`src/rtl/irq_edge_level_ctrl.sv`:
```
module irq_edge_level_ctrl #(
  parameter int N_LINES = 12
) (
  input  logic               clk,
  input  logic               rst_n,
  input  logic [N_LINES-1:0] irq_in,
  input  logic               reg_wr,
  input  logic [1:0]         reg_addr,
  input  logic [N_LINES-1:0] reg_wdata,
  output logic [N_LINES-1:0] reg_rdata,
  output logic               irq_o
);
  localparam logic [1:0] A_MODE = 2'd0;
  localparam logic [1:0] A_POL  = 2'd1;
  localparam logic [1:0] A_MASK = 2'd2;
  localparam logic [1:0] A_PEND = 2'd3;
  localparam logic [N_LINES-1:0] ONES = '1;

  logic [N_LINES-1:0] sync1_q, sync2_q, prev_q;
  logic [N_LINES-1:0] edge_q, pol_q, mask_q, pend_q;
  logic [N_LINES-1:0] rise, fall, edge_hit, level_hit, set_ev, clr;

  always_ff @(posedge clk) begin
    if (!rst_n) begin
      sync1_q <= '0;
      sync2_q <= '0;
      prev_q  <= '0;
    end else begin
      sync1_q <= irq_in;
      sync2_q <= sync1_q;
      prev_q  <= sync2_q;
    end
  end

  assign rise      = sync2_q & ~prev_q;
  assign fall      = ~sync2_q & prev_q;
  assign edge_hit  = edge_q & ((pol_q & rise) | (~pol_q & fall));
  assign level_hit = ~edge_q & ~(sync2_q ^ pol_q);
  assign set_ev    = edge_hit | level_hit;
  assign clr       = (reg_wr && reg_addr == A_PEND) ? reg_wdata : '0;

  always_ff @(posedge clk) begin
    if (!rst_n) begin
      edge_q <= '0;
      pol_q  <= ONES;
      mask_q <= ONES;
      pend_q <= '0;
      irq_o  <= 1'b0;
    end else begin
      if (reg_wr && reg_addr == A_MODE) edge_q <= reg_wdata;
      if (reg_wr && reg_addr == A_POL)  pol_q  <= reg_wdata;
      if (reg_wr && reg_addr == A_MASK) mask_q <= reg_wdata;
      pend_q <= (pend_q & ~clr) | set_ev;
      irq_o  <= |(pend_q & ~mask_q);
    end
  end

  always_comb begin
    case (reg_addr)
      A_MODE:  reg_rdata = edge_q;
      A_POL:   reg_rdata = pol_q;
      A_MASK:  reg_rdata = mask_q;
      default: reg_rdata = pend_q;
    endcase
  end
endmodule

```
`config.mk`:
```
export PLATFORM = sky130hd
export DESIGN_NAME = irq_edge_level_ctrl
export DESIGN_NICKNAME = d
export VERILOG_FILES = /design/src/rtl/irq_edge_level_ctrl.sv
export SDC_FILE = /design/constraint.sdc
export NUM_CORES = 1
export LEC_CHECK = 0
export BUFFER_PORTS_ARGS = -buffer_cell sky130_fd_sc_hd__buf_4
export CORE_MARGIN = 2
export CORE_UTILIZATION = 60
export DETAILED_ROUTE_END_ITERATION = 16
export PLACE_DENSITY = 0.89
export SYNTH_ARGS = -nofsm -noshare
export SYNTH_HDL_FRONTEND = slang
export SYNTH_SLANG_ARGS = --single-unit
export TNS_END_PERCENT = 50
```
`constraint.sdc`:
```
create_clock -name clk -period 2.6 [get_ports clk]
set_input_delay 0 -clock clk [delete_from_list [all_inputs] [get_ports clk]]
set_output_delay 0 -clock clk [all_outputs]
set_load 0.05 [all_outputs]
```
Yosys cells after proc, flatten, opt, wreduce, memory -nomap -nowiden. Index checks and enable logic that the tools add are counted.

Reductions and logical operators: 6. Muxes and demuxes: 2. Equality and inequality tests: 3. Bitwise gates (word level): 19.

Operators with widths (count): $and A12 B12 Y12 (8); $not A12 Y12 (7); $or A12 B12 Y12 (3); $pmux W12 S3 (1); $mux W12 (1); $reduce_or A12 Y1 (1); $xor A12 B12 Y12 (1); $eq A2 B2 Y1 const B (2); $logic_and A1 B1 Y1 (4); $eq A2 B1 Y1 const B (1); $logic_not A2 Y1 (1).

Bits of input ports: 29. Word-level logic and storage cells: 38. Output and inout port bits: 13. Register bits after elaboration: 85.

Longest topological paths before layout. Gate-level depths: netlist (run 1).

Depth in word-level cells: 7. Depth in mapped cells: 6. Gate-level depth less buffers: 3.

Worst setup path after synthesis (run 1). Ideal clock, no wire load.

Path kind: register -> output. Start: register pol_q[10]. End: output reg_rdata[10]. Arrival: 1.056 ns. Slack: 1.544 ns. Stages on the path, launching flop included: 2. Path buffers: 0. Path through: dfxtp_1 mux4_1.

Cells in the longest elaborated chain, start to end: 1.

Ends and longest elaborated chain: start: declaration (line 20) `logic [N_LINES-1:0] edge_q, pol_q, mask_q, pend_q;`; start signal: assignment (line 51) `if (reg_wr && reg_addr == A_POL) pol_q <= reg_wdata;`; $pmux W12 S3 (line 59) `case (reg_addr)`; end: declaration (line 10) `output logic [N_LINES-1:0] reg_rdata,`.

Every way passes these cells.

Worst setup path in the final report (run 1). Same ends and word-level chain as after synthesis.

==> results of run 1 <==
[path summary, 6_finish.rpt]
| kind | from | endpoint | cells after the start |
|---|---|---|---|
| hold reg to reg | sync1_q[4]$_SDFF_PN0_ | sync2_q[4]$_SDFF_PN0_ | 1 |
| setup reg to reg | mask_q[1]$_SDFFE_PN1P_ | irq_o$_SDFF_PN0_ | 3 |
| hold / removal | rst_n | pol_q[5]$_SDFFE_PN1P_ | 2 |
| setup / recovery | pol_q[10]$_SDFFE_PN1P_ | reg_rdata[10] | 2 |
[final cells by class]
| cell class | count | share of cell area (%) |
|---|---|---|
| Sequential cell | 85 | 41.1 |
| Multi-Input combinational cell | 235 | 38.1 |
| Timing Repair Buffer | 65 | 13.2 |
| Clock buffer | 9 | 2.99 |
| Clock inverter | 7 | 2.17 |
| Tap cell | 72 | 2.17 |
| Inverter | 3 | 0.272 |
[kinds of logic (layout without fill, tap and decap cells)]
group                  after synthesis  count (layout)  share of synthesized area (%)
AOI/OAI and AO/OA                   40              40                           8.33
buffers and inverters               22              84                           3.32
DFF                                 85              85                           50.1
muxes                               24              24                           11.8
and+or+nand+nor                    171             171                           26.4
[state kept, by name (all words and copies together) (netlist names)]
signal / count
irq_o: 1
pend_q: 12
mask_q: 12
pol_q: 12
prev_q: 12
sync2_q: 12
sync1_q: 12
edge_q: 12
[through the flow]
step	power, mW	area [um2]	util, %	hold slack (ns)
floorplan	1.70	3390	-	0.124
global placement	1.81	3690	67.4	0.207
detailed placement	1.82	3690	67.4	0.212
CTS	2.83	4140	75.7	0.141
global route	2.93	4140	75.7	0.190
finish	2.82	4140	75.7	0.146
[cell usage in the layout, fill, tap and decap left out, drive strengths merged]
| master | count |
|---|---|
| clkbuf | 9 |
| dlygate4sd3 | 24 |
| o2111ai | 3 |
| and3 | 1 |
| nor3 | 12 |
| nand3b | 2 |
| o31a | 13 |
| mux4 | 12 |
| clkinvlp | 2 |
| clkinv | 3 |
| nand2 | 60 |
| bufinv | 2 |
| nor3b | 1 |
| buf | 41 |
| nor2b | 24 |
| and2 | 36 |
| a21boi | 9 |
| mux2i | 12 |
| and3b | 2 |
| nand3 | 24 |
| inv | 3 |
| nand2b | 9 |
| dfxtp | 85 |
| a21oi | 15 |
[layer usage]
metal	vias to the layer above	part of all wire, %	global-route usage [%]
met4	0	2.0	12.4
met5	-	0	0
met3	14	5.8	5.80
met1	1314	43	30.4
li1	1285	-	-
met2	98	49	41.9
[worst max-delay path, delay by kind of cell, from the launching register on]
family,cells,cell delay (ns)
buf+inv,1,0.21
flops,1,0.34
mux,1,0.54
[power by group]
part	switching [mW]	internal, mW
logic	0.230	0.187
registers	0.0446	1.37
clock network	0.459	0.535
total	0.734	2.09
==> flow_summary.yaml, run 1 <==
clock_network:
  clk_pin_slew_worst_paths_ns: 0.08
  cts_sinks: 85
  cts-resized-gates: 0
  cts_buffers: 9
  cts_tree: "done"
  holdBufCountCts: 24
  cts_setup_buffers: 0
  ctsHtreeMaxLevel: 3
  clock_latency_ns: 0.36
  clock_path_buffers: 2
  cts-root-buf: "clkbuf_8"
die:
  dieArea_mm2: 0.00627
  row_count: 27
  io_pins: 42
  fp.dieW_um: 79.2
  start_util_pct: 62.0
  die_y_um: 79.2
  coreArea_mm2: 0.00547
timing:
  rsz0062_at_grt: "no"
  hold_violations: 0
  maxSlewViolCount: 0
  maxSlewHeadroom_pct: 40.1
  finalCritPeriodShare_pct: 55.6
  finalSetupTns_ns: 0
  period_needed_ns: 1.45
  finalSetupViolCount: 0
  worst_slack_ns: 1.15
  fin_skew_ns: 0.00379
  tightest_slew_ns: 0.897
  timing.fmax_mhz: 691
finish:
  layout-drive-gt1-share_pct: 16.6
  layout.area.seq_mm2: 0.00170
  layout.cells.non_filler: 476
  area_growth_pct: 22.1
  multiInputGateArea_mm2: 0.00158
  layout.nets: 428
  nFillCells: 388
  antenna_cells: 0
synthesis:
  synth.area.top_cells: "dfxtp_1 50%, and2_1 6.6%, nand2_1 6.6%"
  synth-edff-count: 0
  synthArstFlopShare_pct: 0
  yosysWarnings: 0
  ys_seq_area_share_pct: 50.1
  synthTopCellsByCount: "85 x dfxtp_1, 60 x nand2_1, 36 x and2_1, 24 x nand3_1, 24 x nor2b_1"
  synth_cell_types: 23
  syn_avg_cell_area_um2: 9.92
  yosysMostFrequentCell: "dfxtp_1"
  synth-seq-cells: 85
  synth_cells: 342
  synthFlopType: "dfxtp_1"
  synth_area_mm2: 0.00339
  yosysTopAreaCellShare_pct: 50.1
  yosysTopAreaCell: "dfxtp_1"
  synth_fp_nets: 371
global_route:
  grt-ovfl-total: 0
  grt_pass1_vias: 2625
  grt_start_max_net_pins: 86
  grt_use_total_pct: 25.1
  grt_pass1_wl_um: 12100
  antenna_found_initial: 0
critical_path:
  critPathRequiredTime_ns: 2.60
  path_class: "flip-flop to output pin"
  max_stage_delay_ns: 0.54
  crit_slowest_cell: "mux4_1"
  r2r_slack_ns: 1.55
  worstSetupStartpointType: "flip-flop"
  path_cells: "mux4_1 -> buf_4"
  arrival_ns: 1.45
  critical_path.max_fanout: 4
  endpoint_kind: "output pin"
route:
  drc: 0
  final_antenna_net_count: 0
  vias: 2711
  first_pass_iters: 4
  drt_wl_total_um: 7340
  detail_route.wl_per_cell_um: 15.4
  vias_per_cell: 5.70
  drt_iter0_drc: 148
pwr:
  leakage_nw: 1.75
  power.density_mw_per_mm2: 681
  ir_worst_vdd_mv: 0.439
hold_path:
  min-delay-path-class: "input port to flip-flop"
place:
  port_buffers: 41
  pre_cts_ws_ns: 1.12
  routabilityCongestion: 0.817
  dp_cells: 436
  dpl.hpwl_um: 4280
job:
  maxCapViolCount: 0
outcome:
  status: "completed"
No activity file was read; power rests on OpenSTA's default activity.
==> run 2, diff against run 1 <==
- ABC_AREA: unset -> 1
- CORE_UTILIZATION: 60 -> 51
- PLACE_DENSITY: 0.89 -> 0.81
- clock period: 2.6 -> 1.3 ns (I/O delays scaled with it)
==> flow_summary.yaml, run 2 <==
route:
  drt_wl_total_um: 8200
  drc: 0
  drt_iter0_drc: 195
  final_antenna_net_count: 0
  vias: 3150
  vias_per_cell: 5.07
  detail_route.wl_per_cell_um: 13.2
  first_pass_iters: 4
synthesis:
  syn_avg_cell_area_um2: 7.17
  yosysMostFrequentCell: "nand2_1"
  synthFlopType: "dfxtp_1"
  yosysTopAreaCellShare_pct: 50.7
  yosysTopAreaCell: "dfxtp_1"
  synth_cells: 468
  synth_fp_nets: 497
  synthArstFlopShare_pct: 0
  synth-edff-count: 0
  synthTopCellsByCount: "166 x nand2_1, 85 x dfxtp_1, 66 x inv_1, 29 x nor2_1, 26 x nand3_1"
  synth_cell_types: 17
  ys_seq_area_share_pct: 50.7
  synth_area_mm2: 0.00335
  yosysWarnings: 0
  synth-seq-cells: 85
  synth.area.top_cells: "dfxtp_1 51%, nand2_1 19%, inv_1 7.4%"
hold_path:
  holdPathStages: 2
  hold_start: "rst_n"
  min-delay-path-class: "input port to flip-flop"
critical_path:
  path_cells: "nand2_1 -> o2111ai_1 -> buf_4"
  path_class: "flip-flop to output pin"
  r2r_slack_ns: 0.21
  endpoint_kind: "output pin"
  crit_start: "pol_q[2]$_SDFFE_PN1P_"
  critical_path.max_fanout: 4
  reg2reg_to: "pend_q[9]$_SDFF_PN0_"
  crit_slowest_cell: "dfxtp_1"
  worstSetupStartpointType: "flip-flop"
  arrival_ns: 1.19
  r2r-start: "edge_q[9]$_SDFFE_PN0P_"
  critPathCapture: "reg_rdata[2]"
  max_stage_delay_ns: 0.40
  critPathRequiredTime_ns: 1.30
  reg2regPathDepth: 5
die:
  coreArea_mm2: 0.00635
  die_y_um: 85.1
  start_util_pct: 52.8
  row_count: 29
  dieArea_mm2: 0.00724
  fp.dieW_um: 85.1
  io_pins: 42
pwr:
  leakage_nw: 2.17
  ir_worst_vdd_mv: 0.897
  power.density_mw_per_mm2: 1350
global_route:
  grt_pass1_wl_um: 13700
  grt_start_max_net_pins: 39
  grt_pass1_vias: 3008
  grt-ovfl-total: 0
  grt_use_total_pct: 24.1
  antenna_found_initial: 0
timing:
  worst_slack_ns: 0.114
  maxSlewViolCount: 0
  tightest_slew_ns: 0.496
  finalSetupViolCount: 0
  fin_skew_ns: 0.00731
  timing.fmax_mhz: 843
  finalSetupTns_ns: 0
  maxSlewHeadroom_pct: 66.9
  rsz0062_at_grt: "no"
  hold_violations: 0
  finalCritPeriodShare_pct: 91.2
  period_needed_ns: 1.19
clock_network:
  cts_tree: "done"
  clock_latency_ns: 0.34
  cts_setup_buffers: 0
  clock_path_buffers: 2
  cts-root-buf: "clkbuf_8"
  cts_sinks: 85
  cts_buffers: 9
  ctsHtreeMaxLevel: 3
  clk_pin_slew_worst_paths_ns: 0.08
place:
  pre_cts_ws_ns: 0.310
  dp_cells: 581
  dpl.hpwl_um: 5380
  routabilityCongestion: 0.800
  port_buffers: 41
outcome:
  status: "completed"
finish:
  final_cell_mix: "166 x nand2_1, 85 x dfxtp_1, 66 x inv_1, 56 x buf_4, 29 x nor2_1"
  layout_commonest_cell: "nand2_1"
  layout.nets: 568
  area_growth_pct: 26.6
  layout.area.seq_mm2: 0.00170
  layout-drive-gt1-share_pct: 13.4
  multiInputGateArea_mm2: 0.00131
  layout.cells.non_filler: 621
  final_util_pct: 66.9
  antenna_cells: 0
  nFillCells: 500
job:
  maxCapViolCount: 0
[run 2: changes by cell type after synthesis, sizes merged, moves of 9 or more]
cell,delta
o211ai,+11
inv,+64
a21oi,+9
o31a,-13
mux4,-12
nor2b,-24
a21boi,-9
nor3,-12
nand2,+106
nand2b,-9
nor2,+31
mux2i,-12
and2,-36
o21ai,+26
[run 2: power by group]
part,internal (mW),switching (mW)
sequential,2.74,0.0888
combinational,0.315,0.493
clock,1.19,0.890
total,4.25,1.47
[run 2: layout make-up]
class / count / share of cell area [%]
Sequential cell: 85 / 40.1
Multi-Input combinational cell: 296 / 30.8
Timing Repair Buffer: 80 / 15.6
Inverter: 67 / 5.92
Clock buffer: 13 / 3.74
Tap cell: 77 / 2.27
Clock inverter: 3 / 1.59
[run 2: through the flow]
stage / instance area [um2] / power, mW / hold slack, ns
after floorplan: 3350 / 3.35 / 0.0976
after global placement: 3780 / 3.60 / 0.182
after detailed placement: 3780 / 3.63 / 0.184
after CTS: 4250 / 5.74 / 0.0434
after global routing: 4250 / 5.95 / 0.0720
final: 4250 / 5.72 / 0.0531
[run 2: how the worst min path moves through the flow]
stage                        endpoint  slack [ns]
2_1_floorplan   sync1_q[0]$_SDFF_PN0_         0.1
3_3_place_gp   sync1_q[11]$_SDFF_PN0_        0.18
3_5_place_dp    sync1_q[5]$_SDFF_PN0_        0.18
4_1_cts         pol_q[5]$_SDFFE_PN1P_        0.04
5_1_grt         pol_q[5]$_SDFFE_PN1P_        0.07
6_report        pol_q[4]$_SDFFE_PN1P_        0.05
[run 2: layer usage]
layer	global-route usage, %	share of wire (%)
met5	0	0
met4	12.7	3.3
met2	42.0	50
met1	28.1	42
met3	3.99	4.9
[run 2: logic make-up (layout without fill, tap and decap cells)]
family,count (synthesis),count (layout),synth area share (%)
simple gates,224,224,26.3
buf+inv,87,163,10.2
flops,85,85,50.7
compound gates,72,72,12.8
[run 2: critical path, delay by kind of cell, from the launching register on]
family	cells	cell delay (ns)
simple gates	1	0.10
flops	1	0.40
buf+inv	1	0.23
compound gates	1	0.12
[run 2: repair_timing]
item                      CTS  global route
resized for setup           0             0
hold endpoints to repair   55             0
hold buffers               24             0
